==> src/rtl/scr_pkg.sv <==
package scr_pkg;

  localparam logic [7:0] CMD_WRITE = 8'h02;
  localparam logic [7:0] CMD_READ  = 8'h03;

  typedef enum logic [2:0] {
    F_CMD,
    F_ADDR,
    F_WDATA,
    F_RDATA,
    F_SKIP
  } frame_st_e;

  // Power-up contents of each control word
  function automatic logic [31:0] word_reset_value(input int unsigned idx);
    case (idx)
      0:       return 32'h0000_4800;
      1:       return 32'h0000_000C;
      default: return 32'h0000_0000;
    endcase
  endfunction

endpackage

==> src/rtl/scr_sync.sv <==
module scr_sync #(
  parameter int unsigned WIDTH  = 3,
  parameter int unsigned STAGES = 2,
  parameter logic [WIDTH-1:0] RST_VAL = '0
) (
  input  logic             clk,
  input  logic             rst_n,
  input  logic [WIDTH-1:0] d_i,
  output logic [WIDTH-1:0] q_o
);

  logic [WIDTH-1:0] st_q [STAGES];

  generate
    for (genvar g = 0; g < STAGES; g++) begin : g_stage
      if (g == 0) begin : g_first
        always_ff @(posedge clk or negedge rst_n) begin
          if (!rst_n) st_q[g] <= RST_VAL;
          else        st_q[g] <= d_i;
        end
      end else begin : g_next
        always_ff @(posedge clk or negedge rst_n) begin
          if (!rst_n) st_q[g] <= RST_VAL;
          else        st_q[g] <= st_q[g-1];
        end
      end
    end
  endgenerate

  assign q_o = st_q[STAGES-1];

endmodule

==> src/rtl/scr_frame.sv <==
module scr_frame
  import scr_pkg::*;
#(
  parameter int unsigned DATA_W = 16,
  parameter int unsigned ADDR_W = 8,
  parameter int unsigned CMD_W  = 8
) (
  input  logic              clk,
  input  logic              rst_n,
  input  logic              csn,
  input  logic              sclk,
  input  logic              sdi,
  output logic [ADDR_W-1:0] rd_addr_o,
  input  logic [DATA_W-1:0] rd_data_i,
  output logic              wr_req_o,
  output logic [ADDR_W-1:0] wr_addr_o,
  output logic [DATA_W-1:0] wr_data_o,
  output logic              done_o,
  output logic              sdo_o,
  output logic              sdo_oe_o
);

  localparam int unsigned CW = $clog2(DATA_W + 1);

  frame_st_e         st_q, st_d;
  logic [CW-1:0]     cnt_q, cnt_d;
  logic [DATA_W-1:0] in_q, in_d, in_nxt;
  logic [DATA_W-1:0] out_q, out_d;
  logic [ADDR_W-1:0] addr_q, addr_d;
  logic              rd_q, rd_d;
  logic              sdo_q, sdo_d;
  logic              sclk_q;
  logic              rise, fall;

  assign rise   = sclk & ~sclk_q;
  assign fall   = ~sclk & sclk_q;
  assign in_nxt = {in_q[DATA_W-2:0], sdi};

  assign rd_addr_o = in_nxt[ADDR_W-1:0];
  assign wr_addr_o = addr_q;
  assign wr_data_o = in_nxt;
  assign sdo_o     = sdo_q;
  assign sdo_oe_o  = (st_q == F_RDATA);

  always_comb begin
    st_d     = st_q;
    cnt_d    = cnt_q;
    in_d     = in_q;
    out_d    = out_q;
    addr_d   = addr_q;
    rd_d     = rd_q;
    sdo_d    = sdo_q;
    wr_req_o = 1'b0;
    done_o   = 1'b0;
    if (csn) begin
      st_d  = F_CMD;
      cnt_d = '0;
    end else begin
      case (st_q)
        F_CMD: if (rise) begin
          in_d = in_nxt;
          if (cnt_q == CW'(CMD_W - 1)) begin
            cnt_d = '0;
            if (in_nxt[CMD_W-1:0] == CMD_W'(CMD_WRITE)) begin
              st_d = F_ADDR;
              rd_d = 1'b0;
            end else if (in_nxt[CMD_W-1:0] == CMD_W'(CMD_READ)) begin
              st_d = F_ADDR;
              rd_d = 1'b1;
            end else begin
              st_d = F_SKIP;
            end
          end else begin
            cnt_d = cnt_q + 1'b1;
          end
        end
        F_ADDR: if (rise) begin
          in_d = in_nxt;
          if (cnt_q == CW'(ADDR_W - 1)) begin
            cnt_d  = '0;
            addr_d = in_nxt[ADDR_W-1:0];
            if (rd_q) begin
              st_d  = F_RDATA;
              out_d = rd_data_i;
              sdo_d = 1'b0;
            end else begin
              st_d = F_WDATA;
            end
          end else begin
            cnt_d = cnt_q + 1'b1;
          end
        end
        F_WDATA: if (rise) begin
          in_d = in_nxt;
          if (cnt_q == CW'(DATA_W - 1)) begin
            wr_req_o = 1'b1;
            done_o   = 1'b1;
            st_d     = F_SKIP;
          end else begin
            cnt_d = cnt_q + 1'b1;
          end
        end
        F_RDATA: if (fall && (cnt_q < CW'(DATA_W))) begin
          sdo_d = out_q[DATA_W-1];
          out_d = {out_q[DATA_W-2:0], 1'b0};
          cnt_d = cnt_q + 1'b1;
          if (cnt_q == CW'(DATA_W - 1)) done_o = 1'b1;
        end
        default: ;
      endcase
    end
  end

  always_ff @(posedge clk or negedge rst_n) begin
    if (!rst_n) begin
      st_q   <= F_CMD;
      cnt_q  <= '0;
      in_q   <= '0;
      out_q  <= '0;
      addr_q <= '0;
      rd_q   <= 1'b0;
      sdo_q  <= 1'b0;
      sclk_q <= 1'b0;
    end else begin
      st_q   <= st_d;
      cnt_q  <= cnt_d;
      in_q   <= in_d;
      out_q  <= out_d;
      addr_q <= addr_d;
      rd_q   <= rd_d;
      sdo_q  <= sdo_d;
      sclk_q <= sclk;
    end
  end

endmodule

==> src/rtl/scr_bank.sv <==
module scr_bank
  import scr_pkg::*;
#(
  parameter int unsigned DATA_W   = 16,
  parameter int unsigned NUM_REGS = 16,
  parameter int unsigned ADDR_W   = 8
) (
  input  logic                       clk,
  input  logic                       rst_n,
  input  logic                       wr_req_i,
  input  logic [ADDR_W-1:0]          wr_addr_i,
  input  logic [DATA_W-1:0]          wr_data_i,
  input  logic [ADDR_W-1:0]          rd_addr_i,
  output logic [DATA_W-1:0]          rd_data_o,
  output logic [NUM_REGS-1:0]        we_o,
  output logic [NUM_REGS*DATA_W-1:0] regs_o
);

  localparam int unsigned IDX_W = $clog2(NUM_REGS);

  logic [DATA_W-1:0] word_q [NUM_REGS];
  logic              wr_in_range, rd_in_range;

  assign wr_in_range = (wr_addr_i[ADDR_W-1:IDX_W] == '0);
  assign rd_in_range = (rd_addr_i[ADDR_W-1:IDX_W] == '0);

  generate
    for (genvar i = 0; i < NUM_REGS; i++) begin : g_word
      assign we_o[i] = wr_req_i && wr_in_range &&
                       (wr_addr_i[IDX_W-1:0] == IDX_W'(i));
      always_ff @(posedge clk or negedge rst_n) begin
        if (!rst_n)       word_q[i] <= DATA_W'(word_reset_value(i));
        else if (we_o[i]) word_q[i] <= wr_data_i;
      end
      assign regs_o[i*DATA_W +: DATA_W] = word_q[i];
    end
  endgenerate

  assign rd_data_o = rd_in_range ? word_q[rd_addr_i[IDX_W-1:0]] : '0;

endmodule

==> src/rtl/scr_dreq.sv <==
module scr_dreq #(
  parameter int unsigned LOW_CYCLES = 4
) (
  input  logic clk,
  input  logic rst_n,
  input  logic start_i,
  output logic dreq_o
);

  localparam int unsigned CW = $clog2(LOW_CYCLES + 1);

  logic [CW-1:0] cnt_q, cnt_d;

  always_comb begin
    cnt_d = cnt_q;
    if (start_i)             cnt_d = CW'(LOW_CYCLES);
    else if (cnt_q != '0)    cnt_d = cnt_q - 1'b1;
  end

  always_ff @(posedge clk or negedge rst_n) begin
    if (!rst_n) cnt_q <= '0;
    else        cnt_q <= cnt_d;
  end

  assign dreq_o = (cnt_q == '0);

endmodule

==> src/rtl/scr_slave.sv <==
module scr_slave #(
  parameter int unsigned DATA_W      = 16,
  parameter int unsigned NUM_REGS    = 16,
  parameter int unsigned ADDR_W      = 8,
  parameter int unsigned CMD_W       = 8,
  parameter int unsigned DREQ_CYCLES = 4,
  parameter int unsigned SYNC_STAGES = 2
) (
  input  logic                       clk,
  input  logic                       rst_n,
  input  logic                       csn_i,
  input  logic                       sclk_i,
  input  logic                       sdi_i,
  output logic                       sdo_o,
  output logic                       sdo_oe_o,
  output logic                       dreq_o,
  output logic [NUM_REGS*DATA_W-1:0] regs_o
);

  logic              rst_n_sync;
  logic [1:0]        rst_q;
  logic [2:0]        pins_s;
  logic              csn_s, sclk_s, sdi_s;
  logic [ADDR_W-1:0] rd_addr, wr_addr;
  logic [DATA_W-1:0] rd_data, wr_data;
  logic              wr_req, done;
  logic [NUM_REGS-1:0] we_vec;

  // Reset asserts at once and is released on a clock edge
  always_ff @(posedge clk or negedge rst_n) begin
    if (!rst_n) rst_q <= 2'b00;
    else        rst_q <= {rst_q[0], 1'b1};
  end
  assign rst_n_sync = rst_q[1];

  scr_sync #(.WIDTH(3), .STAGES(SYNC_STAGES), .RST_VAL(3'b100)) u_sync (
    .clk  (clk),
    .rst_n(rst_n_sync),
    .d_i  ({csn_i, sclk_i, sdi_i}),
    .q_o  (pins_s)
  );
  assign {csn_s, sclk_s, sdi_s} = pins_s;

  scr_frame #(.DATA_W(DATA_W), .ADDR_W(ADDR_W), .CMD_W(CMD_W)) u_frame (
    .clk      (clk),
    .rst_n    (rst_n_sync),
    .csn      (csn_s),
    .sclk     (sclk_s),
    .sdi      (sdi_s),
    .rd_addr_o(rd_addr),
    .rd_data_i(rd_data),
    .wr_req_o (wr_req),
    .wr_addr_o(wr_addr),
    .wr_data_o(wr_data),
    .done_o   (done),
    .sdo_o    (sdo_o),
    .sdo_oe_o (sdo_oe_o)
  );

  scr_bank #(.DATA_W(DATA_W), .NUM_REGS(NUM_REGS), .ADDR_W(ADDR_W)) u_bank (
    .clk      (clk),
    .rst_n    (rst_n_sync),
    .wr_req_i (wr_req),
    .wr_addr_i(wr_addr),
    .wr_data_i(wr_data),
    .rd_addr_i(rd_addr),
    .rd_data_o(rd_data),
    .we_o     (we_vec),
    .regs_o   (regs_o)
  );

  scr_dreq #(.LOW_CYCLES(DREQ_CYCLES)) u_dreq (
    .clk    (clk),
    .rst_n  (rst_n_sync),
    .start_i(done),
    .dreq_o (dreq_o)
  );

endmodule

==> config.mk <==
export PLATFORM = sky130hd
export DESIGN_NAME = scr_slave
export DESIGN_NICKNAME = d
export VERILOG_FILES = /design/src/rtl/scr_pkg.sv /design/src/rtl/scr_sync.sv /design/src/rtl/scr_frame.sv /design/src/rtl/scr_bank.sv /design/src/rtl/scr_dreq.sv /design/src/rtl/scr_slave.sv
export SDC_FILE = /design/constraint.sdc
export NUM_CORES = 1
export LEC_CHECK = 0
export BUFFER_PORTS_ARGS = -buffer_cell sky130_fd_sc_hd__buf_2
export CAP_MARGIN = 25
export CORE_MARGIN = 3
export CORE_UTILIZATION = 45
export DETAILED_ROUTE_END_ITERATION = 8
export PLACE_DENSITY_LB_ADDON = 0.05
export SKIP_LAST_GASP = 1
export SYNTH_ARGS = -nofsm -noshare
export SYNTH_HDL_FRONTEND = slang
export SYNTH_SLANG_ARGS = --single-unit
==> constraint.sdc <==
create_clock -name clk -period 16.9 [get_ports clk]
set_input_delay 1.69 -clock clk [delete_from_list [all_inputs] [get_ports clk]]
set_output_delay 1.69 -clock clk [all_outputs]
set_load 0.05 [all_outputs]
; Word level (Yosys, flattened, before mapping)
; Index checks and enable logic that the tools add are counted.
[word_totals]
reg_bits = 317
latchBits = 0
ramBits = 0
rom_bits = 0
input_bits = 5
output_inout_bits = 259
wordCells = 153
memories = 0
[op_classes]
add_sub_neg = 2
multipliers = 0
div_mod_pow = 0
n_lt_le_gt_ge = 2
eq_ne = 35
shifts = 0
mux = 43
bitwise = 6
reduce_logical = 37
[ops]
columns = op, count
row1 = 16-bit 2-to-1 mux, 7
row2 = 16-bit binary-select mux with 4-bit select, 1
row3 = 3-bit 2-to-1 mux, 11
row4 = 4-bit == test (second input constant), 8
row5 = 16-bit case mux with 2 select lines, 1
row6 = 5-bit 2-to-1 mux, 6
row7 = 1-bit logical AND, 18
row8 = 3-bit by 2-bit != test with 1-bit output (second input constant), 6
row9 = 4-bit by 3-bit == test with 1-bit output (second input constant), 4
row10 = 8-bit by 2-bit == test with 1-bit output (second input constant), 2
row11 = 5-bit case mux with 3 select lines, 1
row12 = 1-bit 2-to-1 mux, 13
row13 = 4-bit logical NOT, 3
row14 = 5-bit AND reduction, 2
row15 = 3-bit case mux with 3 select lines, 1
row16 = 4-bit by 2-bit == test with 1-bit output (second input constant), 2
row17 = 2-bit by 1-bit != test with 1-bit output (second input constant), 4
row18 = 4-bit nonzero test, 2
row19 = 7-bit AND reduction, 1
row20 = 3-bit by 2-bit == test with 1-bit output (second input constant), 2
row21 = 3-bit logical NOT, 2
row22 = 3-bit by 1-bit != test with 1-bit output (second input constant), 2
row23 = 6-bit AND reduction, 1
row24 = 2-bit nonzero test, 3
row25 = other kinds (18), 22

; Depth between registers and ports, before layout
; Gate-level depths: netlist (run 1).
[logic_depth]
depth_word = 9
depth_mapped = 11
ltp_nobuf = 8

; By module
; A second synthesis (run 1) with hierarchy kept.
[unflattened]
hier_cells = 1014
area_unflattened_um2 = 14796.7
[modules_own_cells]
columns = module, instances, cells_each, area_per_inst_um2, seq_area_each_um2
row1 = scr_bank, 1, 777, 11887.7, 6411.1
row2 = scr_frame, 1, 209, 2496.1, 1251.2
row3 = scr_dreq, 1, 16, 183.9, 75.1
row4 = scr_sync, 1, 9, 175.2, 152.6
row5 = scr_slave, 1, 3, 53.8, 50.0

; Least setup slack after synthesis (run 1)
; OpenSTA, ideal clock, no wires.
[synth_path]
path_kind = reg2out
start = reg u_frame.st_q[1]
end = out sdo_oe_o
arrival_time_ns = 1.530
t_required_ns = 15.210
slack_ns = 13.680
stages_incl_launch_ff = 4
path_buffers = 1
path_cell_list = dfrtp_1 > clkbuf_1 > nand2_1 > nor2_1
[synth_via]
elab_chain_len = 1
[synth_rtl]
columns = element, line
row1 = "start, declared", scr_frame.sv:25  ; frame_st_e st_q, st_d;
row2 = "start signal, assigned", scr_frame.sv:125  ; st_q <= st_d;
row3 = 3-bit by 2-bit == test with 1-bit output, scr_frame.sv:43  ; assign sdo_oe_o = (st_q == F_RDATA);
row4 = "end, declared", scr_slave.sv:15  ; output logic sdo_oe_o,
; Every way passes these cells.

; Worst setup path in the final report (run 1)
; Ends and elaborated chain as after synthesis.

==> flow_metrics.tcl, run 1 <==
set metrics [dict create \
    finalSetupViolations 0 \
    endpoint_kind "output pin" \
    fin_crit_ns 3.81 \
    cap_violations 0 \
    die_h_um 185 \
    hpwl_um 27300 \
    whs_ns 0.258 \
    clock-sinks 317 \
    drive_gt1_frac 0.564 \
    grt_pass1_vias 9656 \
    outcome "complete, no violations" \
    synthCells 965 \
    synthFlopType "dfrtp_1" \
    grt_overflow_total 0 \
    critPathArrivalTime_ns 2.12 \
    grt_start_max_net_pins 172 \
    max_freq_mhz 262 \
    h-tree-depth 2 \
    dr.pass1.iters 4 \
    crit_start "u_frame.st_q[1]" \
    use_met1 0.320 \
    root_buffer "clkbuf_16" \
    synth_edf_count 0 \
    post_drt_wl_per_cell_um 24.7 \
    io_buffer_count 263 \
    finalSetupTns_ns 0 \
    hold_violations 0 \
    synth_cell_types 55 \
    ios 264 \
    worstMarginPinSlew_ns 0.994 \
    cp_slowest_cell "dfrtp_1" \
    async_flop_share 1.00 \
    p_leak_nw 9.24 \
    finalCritPeriodShare 0.226 \
    postCtsHoldBufs 0 \
    numCtsBuffers 36 \
    clock_latency_ns 0.51 \
    hold_path_class "flip-flop to async pin" \
    drtAntennaViolNets 0 \
    met2_usage 0.389 \
    drv_slew 0 \
    worstReg2RegStart "u_sync.q_o[0]" \
    required_ns 15.21 \
    wirelength_um 40400 \
    cp_slowest_stage_delay_ns 0.53 \
    finish.utilization 0.560 \
    cts_tree "done" \
    num_vias 9348 \
    syn_avg_cell_area_um2 14.9 \
    area_delta_synth_final_pct 20.6 \
    drc 0 \
    clk_pin_slew_worst_paths_ns 0.06 \
    nets 1220 \
    yosysWarningCount 0 \
    antenna_cells 0 \
    synth_nets 975 \
    post_cts_buffers 0 \
    die_x_um 185 \
    path_class "flip-flop to output pin" \
    fin_total_pwr_mw 1.78 \
    rsz0062_at_grt "false" \
    drtIter0Drc 446 \
    grt_pass1_wl_um 61700 \
    design_area_um2 17400 \
    cts.path.max_buffers 3 \
    core_area_um2 31100 \
    syn_area_um2 14400 \
    ys_ff_latch 317 \
    start_util 0.464 \
    peakVddDrop_uv 66.2 \
    clock_skew_ns 0.0205 \
    crit_chain "nand2_1, nor2_1, buf_2" \
    placed_area_um2 16100 \
    met3_usage 0.0548 \
    grt_use_total 0.237 \
    gr-max-usage-layer "met2" \
    fillers 2654 \
    row_count 64 \
    drt-vias-per-instance 5.73 \
    slew_headroom 0.335 \
    cts_resized 0 \
    finalWeightedCongestion 0.791 \
    startpoint_type "flip-flop" \
    dieArea_um2 34200 \
    worstPathMaxFanout 12 \
    antenna_found_initial 0 \
    p_per_area_nw_per_um2 102 \
    seq_area_frac_synth 0.550 \
]
==> cell type report <==
class                      count  area [um2]  share of cell area
clock buffer                  58        1150              0.0664
clock inverter                 5         100             0.00575
inverter                       6        22.5             0.00129
multi-input combinational    566        6110               0.351
sequential                   317        7950               0.457
tap                          396         495              0.0285
timing repair buffer         283        1560              0.0898
==> metal layers <==
layer,vias up,routed length [um]
met5,-,0
li1,4075,-
met2,261,19700
met4,0,950
met3,55,2600
met1,4957,17100
==> sequential cells by signal (all words and copies together) (netlist names) <==
signal,count
u_bank.regs_o,256
u_frame.out_q,16
u_frame.in_q,15
u_frame.wr_addr_o,8
u_frame.cnt_q,5
u_dreq.cnt_q,3
u_frame.st_q,3
u_sync.q_o,3
u_sync.st_q,3
rst_q,2
u_frame.rd_q,1
u_frame.sclk_q,1
u_frame.sdo_o,1
==> Yosys cell counts, types with 4 or more instances <==
| cell type | count | area (um2) |
|---|---|---|
| a211oi_1 | 19 | 143 |
| a21oi_1 | 17 | 85.1 |
| a221o_1 | 9 | 90.1 |
| a22oi_1 | 12 | 90.1 |
| buf_1 | 7 | 26.3 |
| buf_2 | 22 | 110 |
| buf_4 | 4 | 30.0 |
| buf_6 | 4 | 45.0 |
| clkbuf_1 | 38 | 143 |
| dfrtp_1 | 311 | 7780 |
| dfstp_2 | 6 | 158 |
| ha_1 | 5 | 62.6 |
| inv_1 | 6 | 22.5 |
| mux2_1 | 4 | 45.0 |
| mux2_2 | 257 | 2890 |
| mux2_4 | 20 | 300 |
| mux2i_1 | 38 | 380 |
| mux4_2 | 51 | 1150 |
| nand2_1 | 17 | 63.8 |
| nand2b_1 | 5 | 31.3 |
| nand3_1 | 4 | 20.0 |
| nand3b_4 | 4 | 80.1 |
| nor2_1 | 19 | 71.3 |
| nor2_2 | 8 | 50.1 |
| nor2b_1 | 18 | 113 |
| o21ai_0 | 7 | 35.0 |
| o22ai_1 | 5 | 31.3 |
| or3_1 | 5 | 31.3 |
==> placed cells by master, fill, tap and decap left out, types with 7 or more instances in the layout <==
cell | synthesis | final
buf_4 | 4 | 13
a221o_1 | 9 | 9
mux2_4 | 20 | 20
mux2i_1 | 38 | 38
clkbuf_16 | 0 | 37
mux4_2 | 51 | 51
nor2_2 | 8 | 9
clkbuf_8 | 0 | 15
dfrtp_1 | 311 | 306
nand2_1 | 17 | 17
mux2_2 | 257 | 257
o21ai_0 | 7 | 7
a211oi_1 | 19 | 19
nor2_1 | 19 | 18
a21oi_1 | 17 | 17
buf_2 | 22 | 263
a22oi_1 | 12 | 12
nor2b_1 | 18 | 17
==> power by group <==
part	switching [mW]	internal [mW]	total (mW)
clock	0.306	0.511	0.818
sequential	0.0733	0.769	0.843
combinational	0.0738	0.0471	0.121
total	0.454	1.33	1.78
==> path summary, 6_finish.rpt <==
check	end	slack [ns]	cells past startpoint
min in group clk	rst_q[1]	0.35	0
setup reg to reg	u_frame.out_q[4]	13.90	6
hold reg to reg	u_frame.out_q[13]	0.26	0
max in group asynchronous	u_frame.out_q[4]	15.33	1
setup / recovery	sdo_oe_o	13.09	3
hold / removal	u_frame.out_q[13]	0.26	0
==> through the flow <==
stage	setup slack, ns	instances
finish	13.09	1631
global placement	13.69	1562
floorplan	7.42	965
detailed placement	13.63	1566
CTS	13.09	1629
global route	13.00	1631
==> critical path: cells and delay by family, from the launching register on <==
kind          cells  cell delay, ns
flops             1            0.53
buf+inv           1            0.40
simple gates      2            0.68
==> logic make-up (layout without fill, tap and decap cells) <==
| kind of cell | after synthesis | in the layout | synth area share |
|---|---|---|---|
| compound gates | 83 | 83 | 0.0404 |
| xor+xnor | 2 | 2 | 0.00121 |
| fa+ha+maj | 6 | 6 | 0.00503 |
| buf+inv | 82 | 352 | 0.0265 |
| flops | 317 | 317 | 0.550 |
| mux | 370 | 370 | 0.331 |
| other cells | 1 | 1 | 0.000260 |
| simple gates | 104 | 104 | 0.0456 |
No activity file was read; power rests on OpenSTA's default activity.
==> inputs of run 2 (changes only) <==
==> constraint.sdc (replaced) <==
create_clock -name clk -period 3.4 [get_ports clk]
set_input_delay 0.34 -clock clk [delete_from_list [all_inputs] [get_ports clk]]
set_output_delay 0.34 -clock clk [all_outputs]
set_load 0.05 [all_outputs]
==> run 2 against run 1 <==
  * Critical path depth is 3 higher
  * Worst setup slack worse by 12 ns
  * Clock skew is 0.0061 ns lower
==> flow_metrics.tcl, run 2 (synthesis gave the netlist of run 1 again) <==
set metrics [dict create \
    die_h_um 185 \
    pwr-share-clk 0.444 \
    antenna_found_initial 0 \
    wirelength_um 40900 \
    crit_buf_inv 1 \
    peakVddDrop_uv 331 \
    cp_slowest_cell "dfrtp_4" \
    cts_tree "done" \
    startpoint_type "flip-flop" \
    num_vias 9304 \
    clock_latency_ns 0.53 \
    largest_reg_flops 256 \
    required_ns 3.83 \
    drtIter0Drc 414 \
    cts.path.max_buffers 3 \
    dp.cells 1579 \
    design_area_um2 17400 \
    h-tree-depth 2 \
    maxUsedRoutingLayer "met4" \
    root_buffer "clkbuf_16" \
    post_cts_buffers 0 \
    start_util 0.464 \
    cp_slowest_stage_delay_ns 0.90 \
    post_drt_wl_per_cell_um 24.8 \
    final_common_cell "dfrtp_1" \
    fin_crit_ns 2.75 \
    final_cell_mix "dfrtp_1 (306), buf_2 (263), mux2_2 (257)" \
    row_count 64 \
    antenna_cells 0 \
    grt_overflow_total 0 \
    grt_pass1_vias 9649 \
    path_class "flip-flop to flip-flop" \
    ios 264 \
    crit_chain "buf_12, nor2b_1, a22oi_1, a21oi_1, o311ai_0, o21a_1" \
    postCtsHoldBufs 4 \
    stdcell_count 1649 \
    cp_top_family "flip-flops" \
    p_leak_nw 9.26 \
    seqPwrFrac 0.477 \
    rsz0062_at_grt "false" \
    worstPathMaxFanout 43 \
    slew_headroom 0.356 \
    hpwl_um 27900 \
    area_delta_synth_final_pct 20.7 \
    finalSetupTns_ns 0 \
    clock-sinks 317 \
    finalSetupViolations 0 \
    multi_input_area_um2 6110 \
    critPathArrivalTime_ns 3.17 \
    fillers 2663 \
    numCtsBuffers 37 \
    whs_ns 0.118 \
    hold_path_class "primary input to async pin" \
    dieArea_um2 34200 \
    grt_start_max_net_pins 95 \
    route.met2.wl_um 19900 \
    drive_gt1_frac 0.563 \
    placed_area_um2 16200 \
    clock_skew_ns 0.0144 \
    grt_use_total 0.238 \
    max_freq_mhz 364 \
    cts_resized 0 \
    endpoint_kind "flip-flop" \
    internal_power_mw 6.40 \
    cap_violations 0 \
    wl_met1_um 17500 \
    drt-vias-per-instance 5.64 \
    drv_slew 0 \
    die_x_um 185 \
    nets 1236 \
    worstMarginPinSlew_ns 0.966 \
    switching_share 0.270 \
    io_buffer_count 263 \
    drc 0 \
    p_per_area_nw_per_um2 503 \
    hold_violations 0 \
    clk_pin_slew_worst_paths_ns 0.06 \
    wl_met3_um 2530 \
    drtAntennaViolNets 0 \
    grt_pass1_wl_um 61500 \
    finalWeightedCongestion 0.786 \
    finalCritPeriodShare 0.808 \
    fin_total_pwr_mw 8.77 \
    core_area_um2 31100 \
    power.switching_mw 2.36 \
    dr.pass1.iters 4 \
    regArea_um2 7950 \
    combPwrFrac 0.079 \
    outcome "complete, no violations" \
]
==> run 2: cell count changes in the layout (fill, tap and decap cells not counted), sizes merged <==
cell         delta
bufinv          -2
buf            +11
inv             +2
clkinv          +3
dlygate4sd3     +4
==> run 2: final timing paths <==
| kind | depth (start not counted) | end | from | slack [ns] |
|---|---|---|---|---|
| max | 6 | u_frame.out_q[3] | u_sync.q_o[0] | 0.65 |
| min | 2 | rst_q[0] | rst_n | 0.12 |
| max reg2reg | 6 | u_frame.out_q[3] | u_sync.q_o[0] | 0.65 |
| min reg2reg | 0 | u_sync.q_o[1] | u_sync.st_q[4] | 0.35 |
| max in group asynchronous | 1 | u_bank.regs_o[11] | rst_q[1] | 1.97 |
| min in group clk | 0 | u_sync.q_o[1] | u_sync.st_q[4] | 0.35 |
==> run 2: layout make-up <==
cell class / instances / share of cell area
Inverter: 6 / 0.00129
Sequential cell: 317 / 0.457
Clock buffer: 58 / 0.0629
Multi-Input combinational cell: 566 / 0.351
Clock inverter: 8 / 0.00561
Tap cell: 396 / 0.0285
Timing Repair Buffer: 298 / 0.0941
==> run 2: power by group through the flow <==
stage / combinational (mW) / sequential (mW) / clock (mW)
after floorplan: 0.604 / 3.98 / 0
after global placement: 0.694 / 4.26 / 0
after detailed placement: 0.696 / 4.25 / 0
after CTS: 0.701 / 4.18 / 3.98
after global routing: 0.748 / 4.21 / 4.15
final: 0.693 / 4.18 / 3.89
==> run 2: layer usage <==
metal,vias to the layer above,global-route usage
met4,0,0.0621
li1,4114,-
met2,277,0.393
met5,-,0
met1,4850,0.319
met3,63,0.0573
==> run 2: stage by stage <==
step,util,worst slack [ns]
floorplan,-,0.257
global route,0.560,0.437
CTS,0.560,0.620
global placement,0.521,0.596
finish,0.560,0.654
detailed placement,0.521,0.618
==> inputs of run 3 (changes only) <==
==> constraint.sdc (replaced) <==
create_clock -name clk -period 2.25 [get_ports clk]
set_input_delay 0.225 -clock clk [delete_from_list [all_inputs] [get_ports clk]]
set_output_delay 0.225 -clock clk [all_outputs]
set_load 0.05 [all_outputs]
==> run 3 against run 2 <==
  * The run now ends with negative setup slack left
  * Critical path depth is 5 higher
  * Sequential power increased by 44%
  * Clock power increased by 54%
  * First-iteration DRC count rose by 23%
  * Die area unchanged
  * Register-to-register slack got worse by 0.83 ns
  * Critical endpoint is now u_bank.regs_o[35]
  * Largest cell class unchanged
==> flow_metrics.tcl, run 3 (synthesis gave the netlist of run 1 again) <==
set metrics [dict create \
    p_leak_nw 9.96 \
    max_freq_mhz 412 \
    core_area_um2 31100 \
    grt_pass1_vias 10072 \
    hold_path_class "flip-flop to async pin" \
    cap_violations 0 \
    finalSetupViolations 255 \
    placed_area_um2 17200 \
    antenna_cells 0 \
    combPwrFrac 0.123 \
    p_per_area_nw_per_um2 716 \
    endpoint_kind "flip-flop" \
    violations "negative setup slack" \
    seqPwrFrac 0.439 \
    final_cell_mix "dfrtp_1 (306), buf_2 (263), mux2_4 (144)" \
    worstPathMaxFanout 8 \
    die_x_um 185 \
    internal_power_mw 10.0 \
    regArea_um2 7950 \
    fillers 2467 \
    grt_start_max_net_pins 83 \
    wirelength_um 42600 \
    die_h_um 185 \
    crit_chain "ha_2, and3_4, ha_4, and3b_2, and3_4, buf_12, nand2_8, buf_12, nor2_4, clkbuf_16, mux2_4" \
    rr_worst_depth 11 \
    clock_skew_ns 0.0262 \
    hold_violations 0 \
    worstMarginPinSlew_ns 0.778 \
    cp_slowest_cell "dfrtp_1" \
    nets 1310 \
    outcome "finished with violations" \
    grt_pass1_wl_um 64100 \
    clock-sinks 317 \
    path_class "flip-flop to flip-flop" \
    rrSetupSlack_ns -0.18 \
    drive_gt1_frac 0.600 \
    clock_latency_ns 0.53 \
    slew_headroom 0.481 \
    largest_reg_flops 256 \
    dr.pass1.iters 5 \
    drtIter0Drc 510 \
    switching_share 0.268 \
    crit_buf_inv 3 \
    finalCritPeriodShare 1.08 \
    area_delta_synth_final_pct 32.7 \
    drv_slew 0 \
    hpwl_um 28900 \
    num_vias 9655 \
    design_area_um2 19100 \
    final_common_cell "dfrtp_1" \
    numCtsBuffers 37 \
    cp_top_family "simple AND/OR/NAND/NOR gates" \
    io_buffer_count 263 \
    power.switching_mw 3.68 \
    rr_endpoint "u_bank.regs_o[35]" \
    worstReg2RegStart "u_frame.cnt_q[0]" \
    finalSetupTns_ns -25.38 \
    drt-vias-per-instance 5.60 \
    grt_use_total 0.245 \
    required_ns 2.65 \
    finalWeightedCongestion 0.802 \
    cts_tree "done" \
    row_count 64 \
    h-tree-depth 2 \
    peakVddDrop_uv 652 \
    ios 264 \
    drtAntennaViolNets 0 \
    antenna_found_initial 0 \
    cp_slowest_stage_delay_ns 0.36 \
    post_drt_wl_per_cell_um 24.7 \
    fin_crit_ns 2.43 \
    drc 0 \
    clk_pin_slew_worst_paths_ns 0.06 \
    pwr-share-clk 0.438 \
    grt_overflow_total 0 \
    critPathArrivalTime_ns 2.82 \
    multi_input_area_um2 6720 \
    root_buffer "clkbuf_16" \
    start_util 0.464 \
    startpoint_type "flip-flop" \
    dieArea_um2 34200 \
    rsz0062_at_grt "true" \
    cts.path.max_buffers 3 \
    fin_ws_ns -0.176 \
]
==> run 3: changes by cell type in the layout (fill, tap and decap cells not counted), moves of 3 or more <==
cell       previous run  this run
mux2_1                4         0
nor2_4                0         8
mux2_2              257       137
clkbuf_16            37        40
buf_12                4        38
mux2_4               20       144
buf_6                 0        15
buf_4                27        46
nor2_2                9         2
nand2_8               0         3
a211oi_1             19        16
clkbuf_8              9         6
a211oi_2              0         3
==> run 3: area by class of cell <==
| class | instances | area share |
|---|---|---|
| sequential | 317 | 0.416 |
| multi-input combinational | 567 | 0.351 |
| timing repair buffer | 371 | 0.143 |
| clock buffer | 53 | 0.0547 |
| tap | 396 | 0.0259 |
| clock inverter | 13 | 0.00896 |
| inverter | 6 | 0.00118 |
==> run 3: worst max path at each step <==
stage,start,endpoint,slack [ns],cells after the start
5_1_grt,u_frame.cnt_q[0],u_bank.regs_o[35],-0.23,11
3_3_place_gp,u_frame.cnt_q[1],u_bank.regs_o[81],-0.14,10
2_1_floorplan,rst_q[1],u_bank.regs_o[0],-0.89,0
3_5_place_dp,u_frame.cnt_q[1],u_bank.regs_o[251],-0.17,9
4_1_cts,u_frame.cnt_q[0],u_bank.regs_o[51],-0.13,11
6_report,u_frame.cnt_q[0],u_bank.regs_o[35],-0.18,11
==> run 3: repair_timing <==
item                                    CTS  global route
buffers inserted                         10             4
gates cloned                              3             3
endpoints found under the setup margin  259           266
hold buffers                              5             0
resized for setup                        54            71
endpoints found under the hold margin     5             0
pin swaps                                 3             7
==> run 3: worst reg2reg max path: cells and delay by family, from the launching register on <==
family	cells	cell delay, ns
AND/OR/NAND/NOR	5	0.85
buffers and inverters	3	0.47
flip-flops	1	0.36
adder cells (fa/ha/maj)	2	0.30
multiplexers	1	0.30
==> run 3: stage by stage <==
step / worst slack (ns) / power, mW / instances / utilization / hold slack (ns)
floorplan: -0.893 / 6.94 / 965 / - / -0.0706
global placement: -0.140 / 7.76 / 1634 / 0.552 / 0.0121
detailed placement: -0.173 / 7.77 / 1634 / 0.552 / 0.0133
CTS: -0.133 / 13.8 / 1718 / 0.606 / 0.184
global route: -0.232 / 14.2 / 1723 / 0.616 / 0.189
finish: -0.176 / 13.7 / 1723 / 0.616 / 0.174
==> run 3: metal layers <==
| metal | vias up | share of wire | track usage |
|---|---|---|---|
| li1 | 4259 | - | - |
| met1 | 5061 | 0.45 | 0.344 |
| met2 | 286 | 0.48 | 0.397 |
| met3 | 49 | 0.055 | 0.0483 |
| met4 | 0 | 0.018 | 0.0594 |
| met5 | - | 0 | 0 |
==> run 3: power groups by stage <==
| stage | combinational, mW | sequential (mW) | clock [mW] |
|---|---|---|---|
| after global routing | 1.81 | 6.04 | 6.38 |
| after global placement | 1.64 | 6.12 | 0 |
| final | 1.68 | 6.02 | 6.01 |
| after floorplan | 0.921 | 6.02 | 0 |
| after CTS | 1.68 | 6.02 | 6.13 |
| after detailed placement | 1.65 | 6.12 | 0 |
